### src/rtl/msi_eq_pkg.sv
package msi_eq_pkg;
  localparam int unsigned ADDR_W  = 64;
  localparam int unsigned DW      = 32;
  localparam int unsigned REG_AW  = 12;
  localparam int unsigned PTR_W   = 6;
  localparam int unsigned DEPTH   = 1 << PTR_W;
  localparam int unsigned EVT_W   = 6;
  localparam int unsigned PAGE_SH = 12;

  localparam logic [REG_AW-1:0] OFF_EQ_LO = 12'h200;
  localparam logic [REG_AW-1:0] OFF_EQ_HI = 12'h2C0;
  localparam logic [REG_AW-1:0] OFF_MW_LO = 12'h204;
  localparam logic [REG_AW-1:0] OFF_MW_HI = 12'h2C4;
  localparam logic [REG_AW-1:0] OFF_MASK  = 12'h208;
  localparam logic [REG_AW-1:0] OFF_CTRL  = 12'h210;
  localparam logic [REG_AW-1:0] OFF_HEAD  = 12'h250;
  localparam logic [REG_AW-1:0] OFF_TAIL  = 12'h254;

  localparam int unsigned CB_Q_EN   = 0;
  localparam int unsigned CB_EVT    = 1;
  localparam int unsigned CB_IRQ_EN = 11;
  localparam int unsigned CB_OVF    = 16;
endpackage

### src/rtl/msi_eq_decode.sv
module msi_eq_decode
  import msi_eq_pkg::*;
#(
  parameter int unsigned NUM_Q      = 6,
  parameter bit          PER_REGION = 1'b0,
  parameter int unsigned GRP_W      = 3
) (
  input  logic [ADDR_W-1:0] addr_i,
  input  logic [ADDR_W-1:0] base_i,
  output logic              hit_o,
  output logic [GRP_W-1:0]  grp_o
);
  localparam int unsigned SH = PER_REGION ? PAGE_SH : 2;

  logic [ADDR_W-1:0] off;
  logic [ADDR_W-1:0] idx;

  always_comb begin
    off   = addr_i - base_i;
    idx   = off >> SH;
    hit_o = (addr_i >= base_i) && (off[SH-1:0] == '0) && (idx < ADDR_W'(NUM_Q));
    grp_o = idx[GRP_W-1:0];
  end
endmodule

### src/rtl/msi_eq_queue.sv
module msi_eq_queue
  import msi_eq_pkg::*;
(
  input  logic             clk_i,
  input  logic             rst_ni,
  input  logic             ctrl_we_i,
  input  logic             irq_en_d_i,
  input  logic             evt_d_i,
  input  logic             qen_d_i,
  input  logic             ovf_clr_i,
  input  logic             head_we_i,
  input  logic [PTR_W-1:0] head_d_i,
  input  logic             mask_i,
  input  logic             ovf_set_i,
  input  logic             push_i,
  output logic [PTR_W-1:0] head_o,
  output logic [PTR_W-1:0] tail_o,
  output logic [DW-1:0]    ctrl_o,
  output logic             en_o,
  output logic             full_o,
  output logic             irq_o
);
  logic [PTR_W-1:0] head_q, tail_q, pend;
  logic irq_en_q, evt_q, qen_q, ovf_q, irq_q;

  assign pend = tail_q - head_q;   // modulo-64 distance

  always_ff @(posedge clk_i or negedge rst_ni) begin
    if (!rst_ni) begin
      head_q   <= '0;
      tail_q   <= '0;
      irq_en_q <= 1'b0;
      evt_q    <= 1'b0;
      qen_q    <= 1'b0;
      ovf_q    <= 1'b0;
      irq_q    <= 1'b0;
    end else begin
      if (ctrl_we_i) begin
        irq_en_q <= irq_en_d_i;
        evt_q    <= evt_d_i;
        qen_q    <= qen_d_i;
      end
      if (ovf_set_i) ovf_q <= 1'b1;
      else if (ctrl_we_i && ovf_clr_i) ovf_q <= 1'b0;
      if (head_we_i) head_q <= head_d_i;
      if (push_i) tail_q <= tail_q + PTR_W'(1);
      irq_q <= (pend != '0) && irq_en_q && evt_q && qen_q && mask_i;
    end
  end

  always_comb begin
    ctrl_o            = '0;
    ctrl_o[CB_Q_EN]   = qen_q;
    ctrl_o[CB_EVT]    = evt_q;
    ctrl_o[CB_IRQ_EN] = irq_en_q;
    ctrl_o[CB_OVF]    = ovf_q;
  end

  assign head_o = head_q;
  assign tail_o = tail_q;
  assign en_o   = qen_q;
  assign full_o = (tail_q + PTR_W'(1)) == head_q;
  assign irq_o  = irq_q;
endmodule

### src/rtl/msi_eq_writer.sv
module msi_eq_writer
  import msi_eq_pkg::*;
#(
  parameter int unsigned GRP_W = 3
) (
  input  logic              clk_i,
  input  logic              rst_ni,
  input  logic              load_i,
  input  logic [ADDR_W-1:0] addr_d_i,
  input  logic [EVT_W-1:0]  evt_d_i,
  input  logic [GRP_W-1:0]  grp_d_i,
  input  logic              mem_ready_i,
  output logic              busy_o,
  output logic              done_o,
  output logic [GRP_W-1:0]  done_grp_o,
  output logic              mem_valid_o,
  output logic [ADDR_W-1:0] mem_addr_o,
  output logic [DW-1:0]     mem_data_o
);
  logic              valid_q;
  logic [ADDR_W-1:0] addr_q;
  logic [EVT_W-1:0]  evt_q;
  logic [GRP_W-1:0]  grp_q;

  always_ff @(posedge clk_i or negedge rst_ni) begin
    if (!rst_ni) begin
      valid_q <= 1'b0;
      addr_q  <= '0;
      evt_q   <= '0;
      grp_q   <= '0;
    end else if (load_i) begin
      valid_q <= 1'b1;
      addr_q  <= addr_d_i;
      evt_q   <= evt_d_i;
      grp_q   <= grp_d_i;
    end else if (done_o) begin
      valid_q <= 1'b0;
    end
  end

  assign done_o      = valid_q && mem_ready_i;
  assign busy_o      = valid_q;
  assign done_grp_o  = grp_q;
  assign mem_valid_o = valid_q;
  assign mem_addr_o  = addr_q;
  assign mem_data_o  = {{(DW-EVT_W){1'b0}}, evt_q};
endmodule

### src/rtl/msi_eq_ctrl.sv
module msi_eq_ctrl
  import msi_eq_pkg::*;
#(
  parameter int unsigned NUM_Q      = 6,
  parameter bit          PER_REGION = 1'b0
) (
  input  logic              clk_i,
  input  logic              rst_ni,
  input  logic              reg_we_i,
  input  logic [REG_AW-1:0] reg_addr_i,
  input  logic [DW-1:0]     reg_wdata_i,
  output logic [DW-1:0]     reg_rdata_o,
  input  logic              msi_valid_i,
  output logic              msi_ready_o,
  input  logic [ADDR_W-1:0] msi_addr_i,
  input  logic [DW-1:0]     msi_data_i,
  output logic              mem_valid_o,
  input  logic              mem_ready_i,
  output logic [ADDR_W-1:0] mem_addr_o,
  output logic [DW-1:0]     mem_data_o,
  output logic [NUM_Q-1:0]  irq_o
);
  localparam int unsigned GRP_W = (NUM_Q > 1) ? $clog2(NUM_Q) : 1;
  localparam int unsigned Q_SH  = PER_REGION ? PAGE_SH : $clog2(DEPTH * 4);

  logic [DW-1:0]    eq_lo_q, eq_hi_q, mw_lo_q, mw_hi_q;
  logic [NUM_Q-1:0] mask_q;

  logic [PTR_W-1:0] head [NUM_Q];
  logic [PTR_W-1:0] tail [NUM_Q];
  logic [DW-1:0]    ctrl [NUM_Q];
  logic [NUM_Q-1:0] q_en, q_full;
  logic [NUM_Q*PTR_W-1:0] tail_all;

  logic             hit, busy, done, fire, accept, ovf_hit;
  logic [GRP_W-1:0] grp, done_grp;
  logic             sel_en, sel_full;
  logic [PTR_W-1:0] sel_tail;
  logic [ADDR_W-1:0] mw_base, eq_base, entry_addr;
  logic             unused_data;

  assign unused_data = ^msi_data_i[DW-1:EVT_W];
  assign mw_base = {mw_hi_q, mw_lo_q};
  assign eq_base = {eq_hi_q, eq_lo_q};

  always_ff @(posedge clk_i or negedge rst_ni) begin
    if (!rst_ni) begin
      eq_lo_q <= '0;
      eq_hi_q <= '0;
      mw_lo_q <= '0;
      mw_hi_q <= '0;
      mask_q  <= '0;
    end else if (reg_we_i) begin
      case (reg_addr_i)
        OFF_EQ_LO: eq_lo_q <= reg_wdata_i;
        OFF_EQ_HI: eq_hi_q <= reg_wdata_i;
        OFF_MW_LO: mw_lo_q <= reg_wdata_i;
        OFF_MW_HI: mw_hi_q <= reg_wdata_i;
        OFF_MASK:  mask_q  <= reg_wdata_i[NUM_Q-1:0];
        default: ;
      endcase
    end
  end

  msi_eq_decode #(
    .NUM_Q     (NUM_Q),
    .PER_REGION(PER_REGION),
    .GRP_W     (GRP_W)
  ) decode_i (
    .addr_i(msi_addr_i),
    .base_i(mw_base),
    .hit_o (hit),
    .grp_o (grp)
  );

  always_comb begin
    sel_en   = 1'b0;
    sel_full = 1'b0;
    sel_tail = '0;
    for (int i = 0; i < NUM_Q; i++) begin
      if (grp == GRP_W'(i)) begin
        sel_en   = q_en[i];
        sel_full = q_full[i];
        sel_tail = tail[i];
      end
    end
  end

  assign msi_ready_o = !busy;
  assign fire        = msi_valid_i && !busy;
  assign accept      = fire && hit && sel_en && !sel_full;
  assign ovf_hit     = fire && hit && sel_en && sel_full;
  assign entry_addr  = eq_base + (ADDR_W'(grp) << Q_SH) + (ADDR_W'(sel_tail) << 2);

  msi_eq_writer #(
    .GRP_W(GRP_W)
  ) writer_i (
    .clk_i      (clk_i),
    .rst_ni     (rst_ni),
    .load_i     (accept),
    .addr_d_i   (entry_addr),
    .evt_d_i    (msi_data_i[EVT_W-1:0]),
    .grp_d_i    (grp),
    .mem_ready_i(mem_ready_i),
    .busy_o     (busy),
    .done_o     (done),
    .done_grp_o (done_grp),
    .mem_valid_o(mem_valid_o),
    .mem_addr_o (mem_addr_o),
    .mem_data_o (mem_data_o)
  );

  for (genvar g = 0; g < NUM_Q; g++) begin : g_q
    logic ctrl_we, head_we;
    assign ctrl_we = reg_we_i && (reg_addr_i == REG_AW'(OFF_CTRL + 4 * g));
    assign head_we = reg_we_i && (reg_addr_i == REG_AW'(OFF_HEAD + 8 * g));

    msi_eq_queue queue_i (
      .clk_i     (clk_i),
      .rst_ni    (rst_ni),
      .ctrl_we_i (ctrl_we),
      .irq_en_d_i(reg_wdata_i[CB_IRQ_EN]),
      .evt_d_i   (reg_wdata_i[CB_EVT]),
      .qen_d_i   (reg_wdata_i[CB_Q_EN]),
      .ovf_clr_i (reg_wdata_i[CB_OVF]),
      .head_we_i (head_we),
      .head_d_i  (reg_wdata_i[PTR_W-1:0]),
      .mask_i    (mask_q[g]),
      .ovf_set_i (ovf_hit && (grp == GRP_W'(g))),
      .push_i    (done && (done_grp == GRP_W'(g))),
      .head_o    (head[g]),
      .tail_o    (tail[g]),
      .ctrl_o    (ctrl[g]),
      .en_o      (q_en[g]),
      .full_o    (q_full[g]),
      .irq_o     (irq_o[g])
    );

    assign tail_all[g*PTR_W +: PTR_W] = tail[g];
  end

  always_comb begin
    reg_rdata_o = '0;
    case (reg_addr_i)
      OFF_EQ_LO: reg_rdata_o = eq_lo_q;
      OFF_EQ_HI: reg_rdata_o = eq_hi_q;
      OFF_MW_LO: reg_rdata_o = mw_lo_q;
      OFF_MW_HI: reg_rdata_o = mw_hi_q;
      OFF_MASK:  reg_rdata_o[NUM_Q-1:0] = mask_q;
      default: ;
    endcase
    for (int i = 0; i < NUM_Q; i++) begin
      if (reg_addr_i == REG_AW'(OFF_CTRL + 4 * i)) reg_rdata_o = ctrl[i];
      if (reg_addr_i == REG_AW'(OFF_HEAD + 8 * i)) reg_rdata_o = DW'(head[i]);
      if (reg_addr_i == REG_AW'(OFF_TAIL + 8 * i)) reg_rdata_o = DW'(tail[i]);
    end
  end
endmodule

### config.mk
export PLATFORM = sky130hd
export DESIGN_NAME = msi_eq_ctrl
export DESIGN_NICKNAME = d
export VERILOG_FILES = /design/src/rtl/msi_eq_pkg.sv /design/src/rtl/msi_eq_decode.sv /design/src/rtl/msi_eq_queue.sv /design/src/rtl/msi_eq_writer.sv /design/src/rtl/msi_eq_ctrl.sv
export SDC_FILE = /design/constraint.sdc
export NUM_CORES = 1
export LEC_CHECK = 0
export BUFFER_PORTS_ARGS = -buffer_cell sky130_fd_sc_hd__buf_2
export CAP_MARGIN = 20
export CELL_PAD_IN_SITES_DETAIL_PLACEMENT = 1
export CELL_PAD_IN_SITES_GLOBAL_PLACEMENT = 1
export CORE_MARGIN = 2
export CORE_UTILIZATION = 46
export DETAILED_ROUTE_END_ITERATION = 8
export PLACE_DENSITY = 0.85
export SKIP_CTS_REPAIR_TIMING = 1
export SLEW_MARGIN = 20
export SYNTH_ARGS = -nofsm -noshare
export SYNTH_HDL_FRONTEND = slang
export SYNTH_SLANG_ARGS = --single-unit
### constraint.sdc
create_clock -name clk_i -period 6.7 [get_ports clk_i]
set_input_delay 0.335 -clock clk_i [delete_from_list [all_inputs] [get_ports clk_i]]
set_output_delay 0.335 -clock clk_i [all_outputs]
set_load 0.01 [all_outputs]
# --- Yosys cells after proc, flatten, opt, wreduce, memory -nomap -nowiden ---
# Cells that the tools add are included.
word_totals:
  reg_bits: 310
  inputBits: 145
  output_inout_bits: 136
  word_cells: 244
op_classes:
  n_addsub: 15
  magnitude_cmp: 2
  eq_ne: 39
  n_mux: 52
  n_reduce_logical: 85
op_table:
  columns: ["cell", "n"]
  rows:
  - ["32-bit 2-to-1 mux", 18]
  - ["12-bit by 10-bit equality test with 1-bit output (second input constant)", 23]
  - ["26-bit one-hot mux with 4 select lines", 1]
  - ["64-bit by 11-bit adder with 64-bit output", 1]
  - ["64-bit by 8-bit adder with 64-bit output", 1]
  - ["64-bit greater-or-equal comparator", 1]
  - ["64-bit subtractor", 1]
  - ["1-bit logical AND", 62]
  - ["62-bit by 3-bit < comparator with 1-bit output (second input constant)", 1]
  - ["6-bit by 1-bit adder with 6-bit output (second input constant)", 6]
  - ["6-bit equality test", 6]
  - ["6-bit 2-to-1 mux", 6]
  - ["6-bit nonzero test", 6]
  - ["6-bit subtractor", 6]
  - ["6-bit one-hot mux with 5 select lines", 1]
  - ["1-bit 2-to-1 mux", 26]
  - ["2-bit nonzero test", 7]
  - ["3-bit by 2-bit equality test with 1-bit output (second input constant)", 4]
  - ["3-bit equality test (second input constant)", 4]
  - ["2-bit AND reduction", 5]
  - ["3-bit by 1-bit equality test with 1-bit output (second input constant)", 2]
  - ["3-bit zero test", 2]
  - ["1-bit zero test", 2]
  - ["2-bit zero test", 1]

# --- Depth between registers and ports, before layout ---
# Gate-level depths: netlist (run 1).
logic_depth:
  ltp_word: 20
  ltp_mapped: 27
  mapped_depth_nobuf: 25

# --- By module ---
# A second synthesis (run 1) with hierarchy kept.
unflattened:
  hier_cells: 2694
  hier_area_um2: 24928.9
by_module_without_submodules:
  columns: ["mod", "instances", "cells_per_inst", "area_each_um2", "seq_area_each_um2"]
  rows:
  - ["msi_eq_ctrl", 1, 1033, 9935.8, 3353.2]
  - ["msi_eq_queue", 6, 118, 1157.4, 425.4]
  - ["msi_eq_decode", 1, 767, 4845.9, 0.0]
  - ["msi_eq_writer", 1, 186, 3203.1, 1851.8]

# --- Least setup slack after synthesis (run 1) ---
# Ideal clock, no wire load.
synth_path:
  kind: "input -> register"
  startpoint: "input msi_addr_i[0]"
  endpoint: "register writer_i.addr_q[34] (netlist: writer_i.mem_addr_o[34])"
  setup_ns: 0.127
  t_arrival_ns: 4.967
  required_time_ns: 6.573
  setup_slack_ns: 1.606
  path_stages: 26
  n_path_buf: 3
  path_cell_list: "inv_1 > ha_1 > inv_1 > fa_1 > xnor2_1 > inv_1 > clkbuf_1 > clkbuf_1 > nand2_1 > a31oi_1 > a221oi_1 > o21ai_0 > ha_1 > fa_1 > a21o_1 > a21oi_1 > o21bai_1 > a21oi_1 > o21bai_1 > a21o_1 > a21oi_1 > or2_2 > clkbuf_1 > nor3_1 > xor2_1 > mux2_1"
synth_via:
  elab_chain_cells: 10
  word_cells_on_any_way: 36
  cone_classes: "add/sub: 3; order compare: 2; eq/ne: 5; mux: 18; reduce/logical: 8"
synth_rtl:
  columns: ["element", "line_no", "rtl"]
  rows:
  - ["start: declaration", "msi_eq_ctrl.sv:15", "input logic [ADDR_W-1:0] msi_addr_i,"]
  - ["64-bit subtractor *", "msi_eq_decode.sv:19", "off = addr_i - base_i;"]
  - ["named net decode_i.grp_o[0]", "msi_eq_decode.sv:11", "output logic [GRP_W-1:0] grp_o"]
  - ["parallel branches: the longest is 9 deep, another holds 64-bit by 11-bit adder with 64-bit output", null, null]
  - ["end signal: assignment", "msi_eq_writer.sv:33", "addr_q <= addr_d_i;"]
  - ["end: declaration", "msi_eq_writer.sv:21", "logic [ADDR_W-1:0] addr_q;"]
# Mark *: on every way through the listed nets, which the timed path passes.
# A chain may end at the register's enable or synchronous reset.

# --- Worst setup path after layout (run 1) ---
layout_path:
  startpoint: "register mw_lo_q[2]"
  endpoint: "register writer_i.addr_q[38] (netlist: writer_i.mem_addr_o[38])"
layout_via:
  elab_chain_cells: 10
  word_cells_on_any_way: 35
  cone_classes: "add/sub: 3; order compare: 2; eq/ne: 5; mux: 18; reduce/logical: 7"
layout_rtl:
  columns: ["element", "line_no", "rtl"]
  rows:
  - ["start: declaration", "msi_eq_ctrl.sv:26", "logic [DW-1:0] eq_lo_q, eq_hi_q, mw_lo_q, mw_hi_q;"]
  - ["start signal: assignment", "msi_eq_ctrl.sv:57", "OFF_MW_LO: mw_lo_q <= reg_wdata_i;"]
  - ["64-bit subtractor *", "msi_eq_decode.sv:19", null]
  - ["named net decode_i.grp_o[1]", "msi_eq_decode.sv:11", null]
  - ["parallel branches: the longest is 9 deep, another holds 64-bit by 11-bit adder with 64-bit output", null, null]
# Marks and branches as above.

==> out/metrics.cfg, run 1 <==
[power_and_ir_drop]
pwr-share-comb_pct = 12.8
ir_drop_v = 0.000186
intPower_w = 0.00349
switchingPower_w = 0.00131
leakagePower_nw = 11.8
swShare_pct = 27.2
powerDensity_nw_per_um2 = 188
clockPowerShare_pct = 47.7
power_frac_seq_pct = 39.4

[outcome]
status = complete, but fails checks
violations = hold timing

[timing]
holdWs_ns = -0.000339
min_period_ns = 6.04
finalHoldViolations = 1
relSlewSlack_pct = 29.2
maxSlewViolCount = 0
fmax_ghz = 0.166
finalClockSkew_ns = 0.0270
setup-violations-final = 0
final.setup.tns_ns = 0
fin_ws_ns = 0.663
fin_crit_sh_pct = 90.1
rsz0062_at_grt = no
max_slew.worst_pin.slew_ns = 1.05

[drt]
via_count = 21137
wl_per_cell_um = 29.0
antenna_left = 0
routed_wl_um = 94900
drtPass1Iterations = 6
drc = 0
drt_iter0_drc = 1818
vias_per_cell = 6.47

[cts]
cts.sinks = 310
tritoncts = done
clk-insertion-delay-late_ns = 0.56
numCtsBuffers = 37
clk_pin_slew_ns = 0.06
max-clock-path-buffers = 3
ctsRootBufferMaster = clkbuf_16
htree_levels = 2

[layout]
drive_above_1_share_pct = 21.2
regArea_um2 = 7760
nNetsFinal = 2872
area_growth_pct = 13.0
multi_input_area_um2 = 13600
final_common_cell = dfrtp_1
fin_util_pct = 52.3
fillers = 5646
mostFrequentLayoutCells = dfrtp_1 (310), buf_2 (227), nand2_1 (207), mux2_2 (196), a21oi_1 (141)

[yosys]
yosys_warnings = 0
ys_ff_latch = 310
synth_seq_area_share_pct = 34.4
synthesis.area_um2 = 22500
syn_area_per_cell_um2 = 9.20
syn_inst = 2450
synth.distinct_cells = 83
ys.flop_type = dfrtp_1
ys_async_sr_fraction_pct = 100
synth_edf_count = 0

[die]
die_w_um = 225
die_h_um = 225
die_area_um2 = 50800
start_util_pct = 46.3
core_um2 = 48600
num_io_pins = 281
row_count = 81

[placement]
hpwl_um = 73300
io_buffer_count = 228
place.gp.congestion = 0.963
place_ws_ns = 0.875

[grt]
grt_use_total_pct = 37.1
grt_max_degree = 129
grt_pass1_vias = 22141
grt_pass1_wl_um = 141000
antenna_found_initial = 1
gr-total-overflow = 0

[worst_setup_path]
critPathLaunchType = register
crit_start = mw_lo_q[2]
reg2reg_slack_ns = 0.66
rr_endpoint = writer_i.mem_addr_o[38]
required_ns = 7.14
path_max_fanout = 13
r2r_start = mw_lo_q[2]
endpoint_kind = register
worstPathArrival_ns = 6.48
endpoint = writer_i.mem_addr_o[38]
worstSetupPathType = reg -> reg
r2r_cells = 25

[flow_run]
max_cap_violations = 0

[worst_hold_path]
hp-class = in -> reg

## worst min path at each step
stage	from	endpoint	slack (ns)	cells past startpoint
floorplan	rst_ni	eq_hi_q[0]	0.04	0
global placement	rst_ni	mw_lo_q[25]	0.43	1
detailed placement	rst_ni	mw_hi_q[24]	0.44	1
CTS	rst_ni	eq_hi_q[29]	-0.12	1
global route	mem_ready_i	writer_i.busy_o	0.01	2
finish	mem_ready_i	writer_i.busy_o	-0.0003	2
## power by group through the flow
stage | logic [W] | registers [W] | clock network, W
after global placement | 0.000582 | 0.00192 | 0
after floorplan | 0.000344 | 0.00192 | 0
after CTS | 0.000600 | 0.00189 | 0.00231
final | 0.000614 | 0.00189 | 0.00229
after detailed placement | 0.000593 | 0.00193 | 0
after global routing | 0.000661 | 0.00189 | 0.00238
## state kept, by name (all words and copies together) (netlist names), 32 cells and up
signal,cells
writer_i.mem_addr_o,64
g_q.queue_i.tail_o,36
g_q.queue_i.head_o,36
eq_hi_q,32
mw_hi_q,32
eq_lo_q,32
mw_lo_q,32
## layer usage
metal	up-vias	GRT usage [%]	wire length (µm)
li1	9272	-	-
met4	2	19.3	5260
met1	10758	46.3	37800
met5	-	0	13
met2	875	63.4	46500
met3	230	4.33	5290
## cell type report
class,instances,share of cell area (%)
multi-input combinational,1874,53.5
sequential,310,30.5
timing repair buffer,258,5.58
clock buffer,47,4.10
tap,622,3.06
inverter,135,1.99
clock inverter,20,1.30
antenna,3,0.0295
## cells in the mapped netlist (all sizes together), types with 54 or more instances
cell type  number  area [µm²]
o21ai          94         470
nand2         208         781
nor3           54         282
buf            67         433
nand3          76         380
a22oi          65         488
inv           135         507
clkbuf         89         334
ha            109        1360
dfrtp         310        7760
nor2          143         537
mux2          265        2980
nand4          79         494
a21oi         147         758
xnor2         116        1020
## stage by stage
step / area, µm² / total power [W] / cells
CTS: 25400 / 0.00480 / 3265
floorplan: 22600 / 0.00226 / 2475
global route: 25500 / 0.00494 / 3267
detailed placement: 24100 / 0.00252 / 3198
global placement: 24100 / 0.00251 / 3198
finish: 25500 / 0.00479 / 3269
## kinds of logic after synthesis
family | share of synthesized area (%)
AND/OR/NAND/NOR | 16.7
other | 0.0166
XOR/XNOR | 6.49
multiplexers | 14.3
flip-flops | 34.4
buffers and inverters | 5.65
adder cells (fa/ha/maj) | 6.23
AO/OA/AOI/OAI | 16.1
## critical path: stages, from the launching register on
cell and delay [ns]:
dfrtp_1 0.44, inv_1 0.07, ha_1 0.35, nor2_1 0.09, a21oi_1 0.21, xnor2_2 0.29
inv_1 0.20, buf_4 0.22, nor2_1 0.09, a22oi_1 0.24, o22ai_1 0.14, a221oi_1 0.24
o21ai_0 0.13, ha_1 0.24, fa_1 0.42, a21o_1 0.22, a21oi_1 0.24, o21bai_1 0.09
a21oi_1 0.29, o21bai_1 0.15, a21o_1 0.22, a21oi_1 0.32, or2_2 0.39, nor3_1 0.14
xor2_1 0.16, mux2_1 0.32
No activity file was read; power rests on OpenSTA's default activity.
==> run 2, diff against run 1 <==
CORE_UTILIZATION = 47   (was 46)
PLACE_DENSITY = 0.86   (was 0.85)
SYNTH_HIERARCHICAL = 1   (was not set)
==> out/metrics.cfg, run 2 <==
[outcome]
status = completed

[yosys]
synth.distinct_cells = 100
synth.area.top_cells = dfrtp_1 (31%), mux2_2 (8.4%), buf_4 (6.7%)
syn_area_per_cell_um2 = 9.25
synthSimpleGateAreaFrac_pct = 16.4
ys_ff_latch = 310
synth_xor_area_share_pct = 6.01
ys.flop_type = dfrtp_1
synth_edf_count = 0
yosys.area.top_type = dfrtp_1
synth_compound_area_share_pct = 16.3
yosys_warnings = 6
yosys.cell_count.top_type = dfrtp_1
synth.top_cells.by_count = dfrtp_1 (310), buf_4 (223), nand2_1 (214)
synth_top_family_by_area = simple AND/OR/NAND/NOR gates
synth-adder-area-share_pct = 5.63
syn_inst = 2694
synth_seq_area_share_pct = 31.1
yosysTopAreaCellShare_pct = 31.1
synthesis.area_um2 = 24900
ys_async_sr_fraction_pct = 100
synthMuxAreaShare_pct = 13.5

[timing]
finalClockSkew_ns = 0.0221
min_period_ns = 6.22
final.setup.tns_ns = 0
fin_crit_sh_pct = 92.8
finalHoldViolations = 0
maxSlewViolCount = 0
max_slew.worst_pin.slew_ns = 0.974
fmax_ghz = 0.161
setup-violations-final = 0
holdWs_ns = 0.0102
relSlewSlack_pct = 35.1
rsz0062_at_grt = no
fin_ws_ns = 0.480

[worst_setup_path]
crit_chain = ha_1 > inv_1 > fa_1 > a21o_1 > a221oi_4 > or3_1 > a21boi_0 > or3_1 > a2111oi_0 > o2111ai_1 > nor4_1 > o2111ai_1 > nor4_1 > and4_1 > nand4_1 > nor3_2 > buf_12 > mux2_2
cpMaxStageDelayCell = a2111oi_0
r2r_start = mw_lo_q[0]
path_max_fanout = 74
worstSetupPathType = reg -> reg
critPathLaunchType = register
required_ns = 7.16
cpPeakStageDelay_ns = 0.77
worstPathArrival_ns = 6.68
crit_start = mw_lo_q[0]
endpoint_kind = register

[layout]
final_common_cell = dfrtp_1
nNetsFinal = 3085
final_area_um2 = 27000
antenna_cells = 0
fillers = 6131
largest_register_ffs = 64
mostFrequentLayoutCells = dfrtp_1 (310), buf_2 (227), nand2_1 (214), conb_1 (194), mux2_2 (185)
drive_above_1_share_pct = 21.6
area_growth_pct = 8.25

[grt]
grt_max_degree = 135
gr-total-overflow = 0
grt_pass1_vias = 23416
grt_use_total_pct = 34.0
grt_pass1_wl_um = 142000
antenna_found_initial = 1

[cts]
clk_pin_slew_ns = 0.06
tritoncts = done
cts.sinks = 310
numCtsBuffers = 37
max-clock-path-buffers = 3
htree_levels = 2
clk-insertion-delay-late_ns = 0.57
ctsRootBufferMaster = clkbuf_16

[drt]
via_count = 22306
vias_per_cell = 6.29
antenna_left = 0
drt_iter0_drc = 2438
wl_per_cell_um = 26.8
routed_wl_um = 94800
drc = 0
drtPass1Iterations = 9

[power_and_ir_drop]
powerDensity_nw_per_um2 = 171
switchingPower_w = 0.00126
power_frac_seq_pct = 40.8
pwr-share-comb_pct = 11.7
intPower_w = 0.00336
clockPowerShare_pct = 47.5
ir_drop_v = 0.000148
swShare_pct = 27.3
leakagePower_nw = 12.8

[placement]
hpwl_um = 70600
place_area_um2 = 25700
place.gp.congestion = 0.977
place_ws_ns = 0.610
io_buffer_count = 228

[die]
core_um2 = 52600
row_count = 84
die_w_um = 234
die_area_um2 = 54900
die_h_um = 234
num_io_pins = 281
start_util_pct = 47.4

[worst_hold_path]
min-delay-start = msi_data_i[0]
hp-class = in -> reg

[flow_run]
max_cap_violations = 0

-- run 2: cell count changes in the layout (fill, tap and decap cells not counted), moves of 18 or more --
cell / before / now
conb_1: 26 / 194
mux2_1: 69 / 3
mux2_4: 0 / 59
a222oi_1: 8 / 62
a22oi_1: 65 / 37
o211ai_1: 30 / 7
nand3_1: 76 / 55
a21o_1: 13 / 33
a21oi_1: 141 / 123
nand4_1: 79 / 97
-- run 2: cell type report --
class                      count  area [µm²]  area share (%)
multi-input combinational   2096       15200            56.3
sequential                   310        7760            28.7
timing repair buffer         258        1400            5.20
clock buffer                  49        1030            3.82
tap                          688         861            3.19
inverter                     126         473            1.75
clock inverter                17         265           0.983
-- run 2: worst paths after layout --
path	end	slack [ns]	cells past startpoint
max	writer_i/mem_addr_o[62]	0.48	18
min	writer_i/evt_q[0]	0.01	2
max reg2reg	writer_i/mem_addr_o[62]	0.48	18
min reg2reg	g_q[3].queue_i/ovf_q	0.49	1
max in group asynchronous	g_q[1].queue_i/tail_o[3]	4.87	3
min in group asynchronous	mw_hi_q[24]	0.43	2
-- run 2: cells by family (layout without fill, tap and decap cells) --
logic type,after synthesis,after routing
AO/OA/AOI/OAI,567,567
buffers and inverters,475,450
XOR/XNOR,171,171
adder cells (fa/ha/maj),111,111
flip-flops,310,310
multiplexers,276,276
AND/OR/NAND/NOR,777,777
other,7,194
-- run 2: worst max-delay path: cells and delay by family, from the launching register on --
kind                     cells  cell delay, ns
buffers and inverters        2            0.45
AO/OA/AOI/OAI                6            1.97
adder cells (fa/ha/maj)      2            0.66
multiplexers                 1            0.40
AND/OR/NAND/NOR              7            2.05
flip-flops                   1            0.41
-- run 2: stage by stage --
step                      std cells  power, W  util [%]
after floorplan                2881   0.00229         -
after global placement         3477   0.00242      48.8
after detailed placement       3477   0.00244      48.9
after CTS                      3543   0.00463      51.3
after global routing           3544   0.00476      51.4
final                          3544   0.00462      51.4
-- run 2: per-layer routing --
metal / GRT usage (%) / wire length (µm)
met3: 4.18 / 5760
met1: 42.0 / 37500
met2: 57.2 / 45500
met4: 19.9 / 6090
met5: 0 / 9
-- run 2: power groups by stage --
stage          clock [W]  sequential [W]  combinational [W]
4_1_cts          0.00223         0.00189           0.000521
5_1_grt          0.00230         0.00188           0.000580
3_3_place_gp           0         0.00192           0.000505
6_report         0.00220         0.00189           0.000540
2_1_floorplan          0         0.00192           0.000374
3_5_place_dp           0         0.00192           0.000517
